## config.mk

```make
export PLATFORM = sky130hd
export DESIGN_NAME = iq_deinterleave
export DESIGN_NICKNAME = d
export VERILOG_FILES = /design/src/rtl/iq_deinterleave.sv
export SDC_FILE = /design/constraint.sdc
export NUM_CORES = 1
export LEC_CHECK = 0
export ABC_AREA = 1
export CAP_MARGIN = 20
export CORE_AREA = 4 4 67 69
export DETAILED_ROUTE_END_ITERATION = 10
export DIE_AREA = 0 0 71 73
export DONT_BUFFER_PORTS = 1
export MAX_ROUTING_LAYER = met4
export PLACE_DENSITY = 0.78
export REMOVE_ABC_BUFFERS = 1
export SYNTH_ARGS = -nofsm -noshare
export SYNTH_HDL_FRONTEND = slang
export SYNTH_SLANG_ARGS = --single-unit
```

## constraint.sdc

```tcl
create_clock -name clk -period 1.9 [get_ports clk]
set_input_delay 0.475 -clock clk [delete_from_list [all_inputs] [get_ports clk]]
set_output_delay 0.475 -clock clk [all_outputs]
set_load 0.03 [all_outputs]
```

## src/rtl/iq_deinterleave.sv

```systemverilog
module iq_deinterleave #(
  parameter int W = 12
) (
  input  logic         clk,
  input  logic         rst_n,
  input  logic [W-1:0] din,
  input  logic         align_in,
  output logic [W-1:0] i_out,
  output logic [W-1:0] q_out,
  output logic         pair_valid
);

  logic         s1, s2, s3;
  logic [W-1:0] d1, d2, i_hold;
  logic         v1, v2;
  logic         want_q;
  logic         rise;

  assign rise = s2 & ~s3;

  always_ff @(posedge clk or negedge rst_n) begin
    if (!rst_n) begin
      s1 <= 1'b0;
      s2 <= 1'b0;
      s3 <= 1'b0;
      d1 <= '0;
      d2 <= '0;
      v1 <= 1'b0;
      v2 <= 1'b0;
    end else begin
      s1 <= align_in;
      s2 <= s1;
      s3 <= s2;
      d1 <= din;
      d2 <= d1;
      v1 <= 1'b1;
      v2 <= v1;
    end
  end

  always_ff @(posedge clk or negedge rst_n) begin
    if (!rst_n) begin
      want_q     <= 1'b0;
      i_hold     <= '0;
      i_out      <= '0;
      q_out      <= '0;
      pair_valid <= 1'b0;
    end else begin
      pair_valid <= 1'b0;
      if (v2) begin
        if (rise || !want_q) begin
          i_hold <= d2;
          want_q <= 1'b1;
        end else begin
          i_out      <= i_hold;
          q_out      <= d2;
          pair_valid <= 1'b1;
          want_q     <= 1'b0;
        end
      end
    end
  end


  valid_single_chk: assert property (@(posedge clk) disable iff (!rst_n)
    pair_valid |=> !pair_valid);


  hold_out_chk: assert property (@(posedge clk) disable iff (!rst_n)
    !pair_valid |-> ($stable(i_out) && $stable(q_out)));


  restart_chk: assert property (@(posedge clk) disable iff (!rst_n)
    rise |=> !pair_valid);


  edge_pair_chk: assert property (@(posedge clk) disable iff (!rst_n)
    (rise && v2) |-> ##2 pair_valid);


  fill_chk: assert property (@(posedge clk) disable iff (!rst_n)
    !v2 |=> !pair_valid);

endmodule

```

==> results of run 1 <==
==> power groups by stage <==
stage               sequential (uW)  combinational [uW]  clock [uW]
floorplan                      2050                 183           0
global placement               2080                 236           0
detailed placement             2090                 252           0
CTS                            2070                 253         943
global route                   2090                 290        1010
finish                         2060                 249         919
==> worst min-delay path by stage <==
| stage | startpoint | end | slack [ns] | depth (start not counted) |
|---|---|---|---|---|
| CTS | rst_n | i_hold[1]$_DFFE_PN0P_ | -0.17 | 0 |
| detailed placement | rst_n | d1[3]$_DFF_PN0_ | 0.18 | 0 |
| global route | rst_n | i_hold[5]$_DFFE_PN0P_ | -0.17 | 0 |
| finish | rst_n | d1[8]$_DFF_PN0_ | -0.15 | 0 |
| global placement | rst_n | d1[3]$_DFF_PN0_ | 0.18 | 0 |
| floorplan | rst_n | d1[0]$_DFF_PN0_ | 0.18 | 0 |
==> through the flow <==
| stage | setup WS [ns] | instance area, sq um |
|---|---|---|
| detailed placement | 0.385 | 2290 |
| floorplan | 0.217 | 2200 |
| CTS | 0.361 | 2440 |
| global placement | 0.490 | 2290 |
| finish | 0.354 | 2440 |
| global route | 0.240 | 2440 |
==> cell type report <==
cell class	instances	area share, %
flip-flops and latches	67	68.8
multi-input cells	115	21.3
clock buffers	13	6.11
well taps	50	2.57
repair buffers	3	0.924
inverters	2	0.308
==> placed cells by master, fill, tap and decap left out <==
master	Yosys	layout
sky130_fd_sc_hd__nand4_1	24	24
sky130_fd_sc_hd__nand3_2	1	1
sky130_fd_sc_hd__clkbuf_1	0	3
sky130_fd_sc_hd__dfrtp_1	67	67
sky130_fd_sc_hd__buf_4	2	3
sky130_fd_sc_hd__nand3_1	12	12
sky130_fd_sc_hd__inv_1	2	2
sky130_fd_sc_hd__nor2_1	2	2
sky130_fd_sc_hd__nand2_2	2	2
sky130_fd_sc_hd__clkbuf_8	0	10
sky130_fd_sc_hd__conb_1	1	1
sky130_fd_sc_hd__nand2_1	73	73
==> kinds of logic after synthesis <==
logic type | share of synthesized area (%)
simple gates | 22.6
flops | 73.8
buf+inv | 3.41
other cells | 0.165
==> sequential cells by signal (all words and copies together), names as in the netlist <==
| name | cells |
|---|---|
| i_out | 12 |
| want_q | 1 |
| s3 | 1 |
| d2 | 12 |
| v1 | 1 |
| i_hold | 12 |
| v2 | 1 |
| pair_valid | 1 |
| s1 | 1 |
| d1 | 12 |
| q_out | 12 |
| s2 | 1 |
==> per-layer routing <==
metal | track usage, % | wire (um) | vias to the layer above
met2 | 23.5 | 1740 | 57
met3 | 4.82 | 277 | 14
met5 | - | 0 | -
met4 | 11.9 | 141 | 0
met1 | 18.9 | 1480 | 650
li1 | - | - | 643
==> run summary, run 1 <==
The mapped netlist covers 2270 sq um. After detailed routing, the number of remaining DRC violations is 0. The number of buffers on the longest clock path is 2, and the number of library cell types mapped by synthesis is 11. Setup repair after global routing left no endpoint under its margin.

Dividing total power by cell area gives a power density of 1330 nW/um^2. The max-slew violation total from the final report was 0; the worst hold slack across all endpoints was -0.152 ns. The cell count after synthesis came out at 197.

Total power for the finished layout comes to 3230 uW. Cell at the slowest stage of the critical path: sky130_fd_sc_hd__dfrtp_1. The tools report the number of iterations in the first detailed-routing pass as 4. The final critical delay including setup and external delays is 1.55 ns. The post-route clock skew came out at 0.00780 ns. The via count of the first global-routing pass was 1312; the number of ports placed on the die boundary was 40. For the highest clock rate, the log shows 0.647 GHz.

Net switching is 31.2% of the power. VDD sags by at most 661 uV. The tools report the number of instances resized during post-cts repair as 0. In the post-synthesis netlist, the biggest area contributors are sky130_fd_sc_hd__dfrtp_1 74%, sky130_fd_sc_hd__nand2_1 12%, sky130_fd_sc_hd__nand4_1 6.6%, sky130_fd_sc_hd__nand3_1 2.6%, sky130_fd_sc_hd__buf_2 2.4%.

The tree is rooted in a sky130_fd_sc_hd__clkbuf_8. The startpoint identified for the worst register-to-register timing path is want_q$_DFFE_PN0P_. The clock transition time at the flip-flop clock pins of the worst setup and hold paths was 0.06 ns; the die width was 71 um.

Walking the worst path, the cells encountered are nand2_2, nand2_1, nand2_1, nand2_1. The required time of the critical path is 2.16 ns. Critical path's most frequent cell: sky130_fd_sc_hd__nand2_1.

The source-to-sink clock delay at the later pin of the worst-skew pair was 0.32 ns; the detailed placement HPWL was 2380 um. The most common cell in the netlist is sky130_fd_sc_hd__nand2_1. The path type of the worst min-delay path was input pin to asynchronous set/reset pin. After detailed routing, the average wire length per cell comes to 14.6 um. Of all nets on the critical path, the largest fanout is 15. The logs give 237 for the placed instance count and 0.35 ns for the reg2reg setup slack.

Filler-free cell count of the finished design: 250. Yosys mapped a number of flops with a built-in enable equal to 0. Adding up every negative setup slack in the final design gives 0 ns.

Summing all multi-input logic gate instances after layout gives 518 sq um. After synthesis the netlist holds a flip-flop and latch count of 67. The part of the power in the clock network is 28.4%. The run finished, with violations left. Net switching power: 1010 uW.

The tools report the initial antenna violation count as 0. Data arrives at the worst endpoint at 1.81 ns. The path length in cells of the critical path was 4; the die boundary height was 73 um. The number of setup buffers added after CTS is 0.

After the first detailed-routing iteration, the DRC count stood at 82. After detailed routing, the total wire length is 3640 um. Sequential cells burn 63.9% of the power. The endpoint identified for the worst register-to-register timing path is i_hold[9]$_DFFE_PN0P_.

For the final setup violation count, the log shows 0. For this run, asynchronously set or reset flops after synthesis account for 100%. The initial core utilization is 58.1%, and the count of buffer and inverter cells on the critical path is 0. At the end of the flow, the number of nets in the layout was 213. Global routing used 16.1% of the available tracks across all layers. For the total die area, the log shows 5180 sq um. Critical path launch point type: a flop. Among all flip-flop cells after synthesis, the most frequent one is sky130_fd_sc_hd__dfrtp_1.

The part of the cycle the worst path needs is 81.4%. The critical path starts at want_q$_DFFE_PN0P_. The run gives 3910 sq um as the core area. The internal portion of the total power is 2220 uW. The checks that failed: negative hold slack. The critical path in this run is classified as flop to flop. The tools report the leakage dissipation as 0.00124 uW. The number of cells traversed by the worst register-to-register path was 4. In this run the worst setup path terminates at i_hold[9]$_DFFE_PN0P_. The number of inserted diodes came out at 0. The family with the most delay on the worst path is simple AND/OR/NAND/NOR gates. The area growth from synthesis to layout is 7.21%. The combinational share of power came out at 7.7%.

The row count was 23; the final core area utilization was 62.2%. Post-detailed-route count of antenna-violating nets: 0. For the sequential-to-total area share from yosys stat, the log shows 73.8%. Per-cell via count in the routed design: 5.46.

Number of hold violations in the final report: 67. Entering global routing, the biggest net connects 68 pins. The first global-routing pass estimated 6070 um of wire. The count of fill cells added during filler insertion was 313. STA classifies the critical path endpoint as a flop.

The detailed router placed 1364 vias in this run. The dominant cell type by area after synthesis was sky130_fd_sc_hd__dfrtp_1. The stage delay of the slowest cell on the critical path came out at 0.65 ns. The proportion of netlist area held by the largest area contributor was 73.8%. The fraction of final layout cells with drive strength greater than 1 is 8.00%, and the placer congestion estimate is 0.879.

Global routing finished with a remaining overflow of 0. Yosys printed 0 warnings. Clock tree synthesis inserted a total of 9 buffers.

Port buffering added 0 buffers. Average footprint of a synthesized cell: 11.5 sq um. Summing all flip-flop and latch instances after layout gives 1680 sq um.

The count of clock tree sinks came out at 67. Ranked by instance count, the synthesized netlist is headed by 73 x sky130_fd_sc_hd__nand2_1, 67 x sky130_fd_sc_hd__dfrtp_1, 24 x sky130_fd_sc_hd__nand4_1. TritonCTS built the clock tree.

The depth of the CTS H-tree is 3, and the total of max-cap violations is 0.
Note: power is estimated with default switching activity, not from simulation.
==> run 2: changes to the inputs <==
- clock period: 1.9 -> 1.6 ns (I/O delays scaled with it)
==> run summary, run 2 (synthesized netlist as in run 1, its figures left out) <==
Setup slack on the worst reg-to-reg path comes out at 0.18 ns. Detailed placement ended at an HPWL of 2290 um. The global routing usage summed across all routing layers was 15.9%; the routed metal-1 wire length was 1420 um. The run gives 40 as the number of ports placed on the die boundary. The tools report the final worst slack as 0.177 ns. The worst setup path is captured at a flop.

The critical path starts at v2$_DFF_PN0_. The stage delay of the slowest cell on the critical path is 0.55 ns, and the max-slew violation total from the final report is 0. The placed instances occupy a cell area of 2290 sq um. The summed area of non-filler cells in the final layout is 2420 sq um, and the detailed-route wire length is 3490 um. The number of iterations in the first detailed-routing pass is 6, and the die boundary height is 73 um. The checks that failed: negative hold slack.

The clock transition time at the flip-flop clock pins of the worst setup and hold paths is 0.07 ns. The kind of cell with the highest combined delay along the critical path is simple AND/OR/NAND/NOR gates. The fraction of final layout cells with drive strength greater than 1 was 8.04%; the depth of the CTS H-tree was 3.

The count of clock tree sinks is 67, and the wire length per cell is 14.0 um. After detailed routing, the number of remaining DRC violations is 0. The power density normalized to cell area is 1560 nW/um^2, and the worst slack at placement is 0.172 ns. The number of inserted diodes was 0.

The floorplan has 23 rows. For the core area, the log shows 3910 sq um. The floorplan step defined a die boundary enclosing 5180 sq um. TritonCTS built the clock tree. The count of buffers added on input and output ports is 0. The power share of the sequential group is 64.5%.

For the via count of the first global-routing pass, the log shows 1328. Static timing analysis puts the maximum clock frequency at 0.703 GHz. The highest layer used for signal routing is met4. For the total length of routed met3 wires, the log shows 241 um.

Traced cell by cell, the critical path runs through nand3_2, nand2_1, nand2_1. The run gives 27.4% as the part of the power in the clock network. For the worst flop-to-flop path, the logic depth is 3.

For the first-pass GRT wire length, the log shows 5920 um. The path type of the worst min-delay path is input pin to asynchronous set/reset pin. The top cell types in the final layout, fill and taps aside, are 73 x sky130_fd_sc_hd__nand2_1, 67 x sky130_fd_sc_hd__dfrtp_1, 24 x sky130_fd_sc_hd__nand4_1. In this run the power spent charging and discharging nets is 1190 uW.

Final critical delay including setup and external delays: 1.42 ns. Of the total power, the share spent switching nets is 31.5%. From synthesis to final layout, the design area changed by 6.66%. The total chip power came out at 3780 uW. Die width: 71 um. Final setup violation count: 0. Once the floorplan was initialized, standard cells occupied 58.1% of the core. The critical path is of the flop to flop type. TritonCTS created 9 clock buffers.

In this run the critical register-to-register path is captured at q_out[11]$_DFFE_PN0P_. Combinational share of power: 8.1%. The tools report the buffers inserted during post-CTS setup optimization as 0.

Setup repair after global routing left no endpoint under its margin. The leakage dissipation is 0.00123 uW. The total overflow left after global routing is 0. On the final layout, the worst clock skew is 0.00771 ns. The worst register-to-register path begins at v2$_DFF_PN0_. The routed design uses 1790 um of met2 wire.

At the worst endpoint, the required time is 1.80 ns. Counting both buffers and inverters, the worst setup path holds a total of 0. The tools report the largest net degree at the start of global routing as 68. The number of instances resized during post-cts repair is 0.

After the last flow step, the layout net total stands at 213. The run finished, with violations left. The most common cell after layout, fill and taps aside was sky130_fd_sc_hd__nand2_1. The worst setup path is launched from a flop. Dividing the final minimum period by the clock period gives 88.9%. The longest clock path from root to sink contains 2 buffers. The cell at the slowest stage of the critical path was sky130_fd_sc_hd__dfrtp_1. For the number of hold violations in the final report, the log shows 67. Critical path's most frequent cell: sky130_fd_sc_hd__nand2_1. The tools report the maximum vdd drop as 785 uV. The top fanout value on the critical path is 25. The initial antenna violation count came out at 0. Data on the critical path arrives at its endpoint at 1.63 ns.

The tools report the worst hold slack across all endpoints as -0.230 ns. The tools report the total of max-cap violations as 0. The logs give 0.882 for the placer congestion estimate and 79 for the detailed router's first-iteration violation count.

The final route contains 1368 vias. For the worst-skew pair, the clock arrives at the later sink with an insertion delay of 0.32 ns. The count of nets left with antenna violations once routing finished came out at 0. The cell sitting at the root of the clock tree is a sky130_fd_sc_hd__clkbuf_8.

The tools report the internal power as 2590 uW. In the routed layout, each cell is associated on average with a via count of 5.49.
run 2: per-layer routing:
| layer | track usage (%) | vias up |
|---|---|---|
| li1 | - | 646 |
| met1 | 17.1 | 678 |
| met2 | 23.9 | 37 |
| met3 | 6.20 | 7 |
| met4 | 11.7 | 0 |
| met5 | - | - |
run 2: how the worst max path moves through the flow:
stage,end,slack (ns),cells past startpoint
floorplan,want_q$_DFFE_PN0P_,-0.08,3
global placement,q_out[8]$_DFFE_PN0P_,0.29,3
detailed placement,q_out[11]$_DFFE_PN0P_,0.17,3
CTS,q_out[11]$_DFFE_PN0P_,0.16,3
global route,q_out[11]$_DFFE_PN0P_,0.04,3
finish,q_out[11]$_DFFE_PN0P_,0.18,3
run 2: power by group through the flow:
stage               clock network, uW  logic, uW  registers, uW
finish                           1030        305           2440
global route                     1160        365           2470
CTS                              1070        311           2440
detailed placement                  0        309           2470
global placement                    0        292           2460
floorplan                           0        218           2440
run 2: cell type report:
cell class	instances	area, sq um
Clock buffer	11	131
Sequential cell	67	1680
Timing Repair Buffer	3	22.5
Fill cell	325	1490
Tap cell	50	62.6
Clock inverter	1	5.00
Inverter	2	7.51
Multi-Input combinational cell	115	518
run 2: worst register-to-register path, cell delays in order, from the launching register on:
cell and delay, ns:
sky130_fd_sc_hd__dfrtp_1 0.55, sky130_fd_sc_hd__nand3_2 0.48, sky130_fd_sc_hd__nand2_1 0.20, sky130_fd_sc_hd__nand2_1 0.07
run 2: stage by stage:
stage                     utilization, %  setup TNS, ns  instances
after global placement              58.4              0        237
after detailed placement            58.4              0        237
after floorplan                        -          -1.90        184
after CTS                           61.9              0        249
after global routing                61.9              0        249
final                               61.9              0        249
==> run 3: changes to the inputs <==
- PLACE_DENSITY: 0.78 -> 0.74
- RECOVER_POWER: not set -> 50
==> run summary, run 3 (synthesized netlist as in run 1, its figures left out) <==
The first global-routing pass estimated 6110 um of wire. The logs give 0.32 ns for the source-to-sink clock delay at the later pin of the worst-skew pair and 0 for the total of max-cap violations. The max-slew violation total from the final report is 0, and the via count of the first global-routing pass is 1329. TritonCTS built the clock tree.

Of the cells placed in the final design, the portion with a size suffix greater than 1 is 10.3%. The worst setup path is of the flop to flop kind. The endpoint kind of the worst setup timing path is a flop. The final setup violation count was 0; the layout overhead on the synthesized area was 8.87%.

After floorplanning, the core was sized to cover 3910 sq um. The total global routing overflow is 0, and the number of iterations in the first detailed-routing pass is 4. The count of buffer and inverter cells on the critical path is 1, and the count of vias placed by the detailed router is 1335.

The most common cell after layout, fill and taps aside was sky130_fd_sc_hd__nand2_1. The die boundary height is 73 um. The tools report the sum of negative setup slack as 0 ns. The H-tree was split into 3 levels. The path type of the worst min-delay path was input pin to asynchronous set/reset pin.

The wire length per cell came out at 14.4 um. The tools report the number of hold violations in the final report as 67. The worst-case IR drop observed on VDD is 1070 uV. The analysis attributes to cell leakage a power of 0.00126 uW.

In the global route stage, overall resource usage came out at 16.3%. Routability-driven placement finished with a final weighted congestion of 0.859. For the initial antenna violation count, the log shows 0. Between clock sinks in the finished design, the worst skew comes to 0.00831 ns. The placed instance count was 238; the data arrival time of the critical path was 1.62 ns. The initialized floorplan defines 23 standard-cell rows.

The power density normalized to cell area is 1600 nW/um^2, and the final layout net count is 214. The tree is rooted in a sky130_fd_sc_hd__clkbuf_8. For this design, the sink count on the clock tree is 67. The checks that failed: negative hold slack. In this run the deepest clock path goes through 2 buffers.

The logs give 0 for the post-route DRC violation count and 9 for the TritonCTS buffer count. In this design, the stage delay of the slowest critical-path cell is 0.36 ns. The filler-free cell count of the finished design was 253. Once the clock tree was built, the resizer swapped 0 gates to a different size. In the routed layout, each cell is associated on average with a via count of 5.28.

The run gives -0.231 ns as the worst hold slack across all endpoints. Setup repair after global routing left no endpoint under its margin. Die width: 71 um. Leaving out fill and tap cells, the most frequent cells in the layout are 73 x sky130_fd_sc_hd__nand2_1, 67 x sky130_fd_sc_hd__dfrtp_1, 24 x sky130_fd_sc_hd__nand4_1.

The repair_antennas step left the layout with diodes totalling 0. In this run the worst path has a maximum fanout of 13. The final critical delay including setup and external delays works out to 1.41 ns.

The family with the most delay on the worst path is simple AND/OR/NAND/NOR gates. The flow ran to the end, but the final reports show violations. The worst setup path is launched from a flop. The final layout contains routed wiring with a total length of 3650 um. Clock-pin slew was measured on the worst setup and hold paths at 0.07 ns. The detailed placement HPWL was 2420 um; the largest net degree at the start of global routing was 68. Once the floorplan was initialized, standard cells occupied 58.1% of the core.

The run gives 40 as the number of ports placed on the die boundary. Input and output buffers added on the ports amount to 0. The critical path goes through inv_1, nand2_2, nand2_2, nand2_1, nand2_1, nand2_1. The buffers inserted during post-CTS setup optimization is 0. For the post-detailed-route count of antenna-violating nets, the log shows 0.

Dividing the final minimum period by the clock period gives 87.9%. The cell at the slowest stage of the critical path is sky130_fd_sc_hd__dfrtp_1. For this block, the initial DRC count from the detailed router was 88. The run gives 5180 sq um as the total die area. For this run, the top clock speed supported by timing is 0.711 GHz. STA puts the critical path data required time at 1.81 ns. The critical path's most frequent cell was sky130_fd_sc_hd__nand2_1.
-- run 3: cell type report --
class                      count  area, sq um
clock inverter                 2         10.0
clock buffer                  13          169
tap                           50         62.6
inverter                       2         7.51
sequential                    67         1680
fill                         325         1440
multi-input combinational    115          518
timing repair buffer           4         30.0
-- run 3: worst paths after layout --
| path | start | endpoint | slack (ns) | depth (start not counted) |
|---|---|---|---|---|
| max | s3$_DFF_PN0_ | i_hold[9]$_DFFE_PN0P_ | 0.19 | 6 |
| min | rst_n | i_hold[0]$_DFFE_PN0P_ | -0.23 | 0 |
| max reg2reg | s3$_DFF_PN0_ | i_hold[9]$_DFFE_PN0P_ | 0.19 | 6 |
| min reg2reg | d1[2]$_DFF_PN0_ | d2[2]$_DFF_PN0_ | 0.35 | 0 |
| max in group asynchronous | rst_n | d2[2]$_DFF_PN0_ | 1.73 | 0 |
| min in group clk | din[0] | d1[0]$_DFF_PN0_ | 0.10 | 0 |
-- run 3: metal layers --
metal	routed length [um]	GRT usage, %
met1	1520	19.8
met2	1800	24.2
met3	281	5.65
met4	54	8.56
met5	0	-
-- run 3: stage by stage --
stage	setup slack, ns	utilization [%]	instance area [sq um]	power (uW)
6_report	0.194	63.2	2470	3970
5_1_grt	0.0492	63.2	2470	4170
4_1_cts	0.192	63.2	2470	4020
3_5_place_dp	0.223	58.6	2290	2790
3_3_place_gp	0.273	58.6	2290	2760
2_1_floorplan	-0.0825	-	2200	2660
-- run 3: worst reg2reg max path, stage by stage (launching register included) --
cell and delay [ns]:
sky130_fd_sc_hd__dfrtp_1 0.36, sky130_fd_sc_hd__inv_1 0.06, sky130_fd_sc_hd__nand2_2 0.12, sky130_fd_sc_hd__nand2_2 0.25
sky130_fd_sc_hd__nand2_1 0.30, sky130_fd_sc_hd__nand2_1 0.14, sky130_fd_sc_hd__nand2_1 0.06
-- run 3: where the power goes --
group | switching [uW] | total [uW] | internal (uW)
sequential | 484 | 2430 | 1950
clock | 545 | 1220 | 676
combinational | 197 | 313 | 115
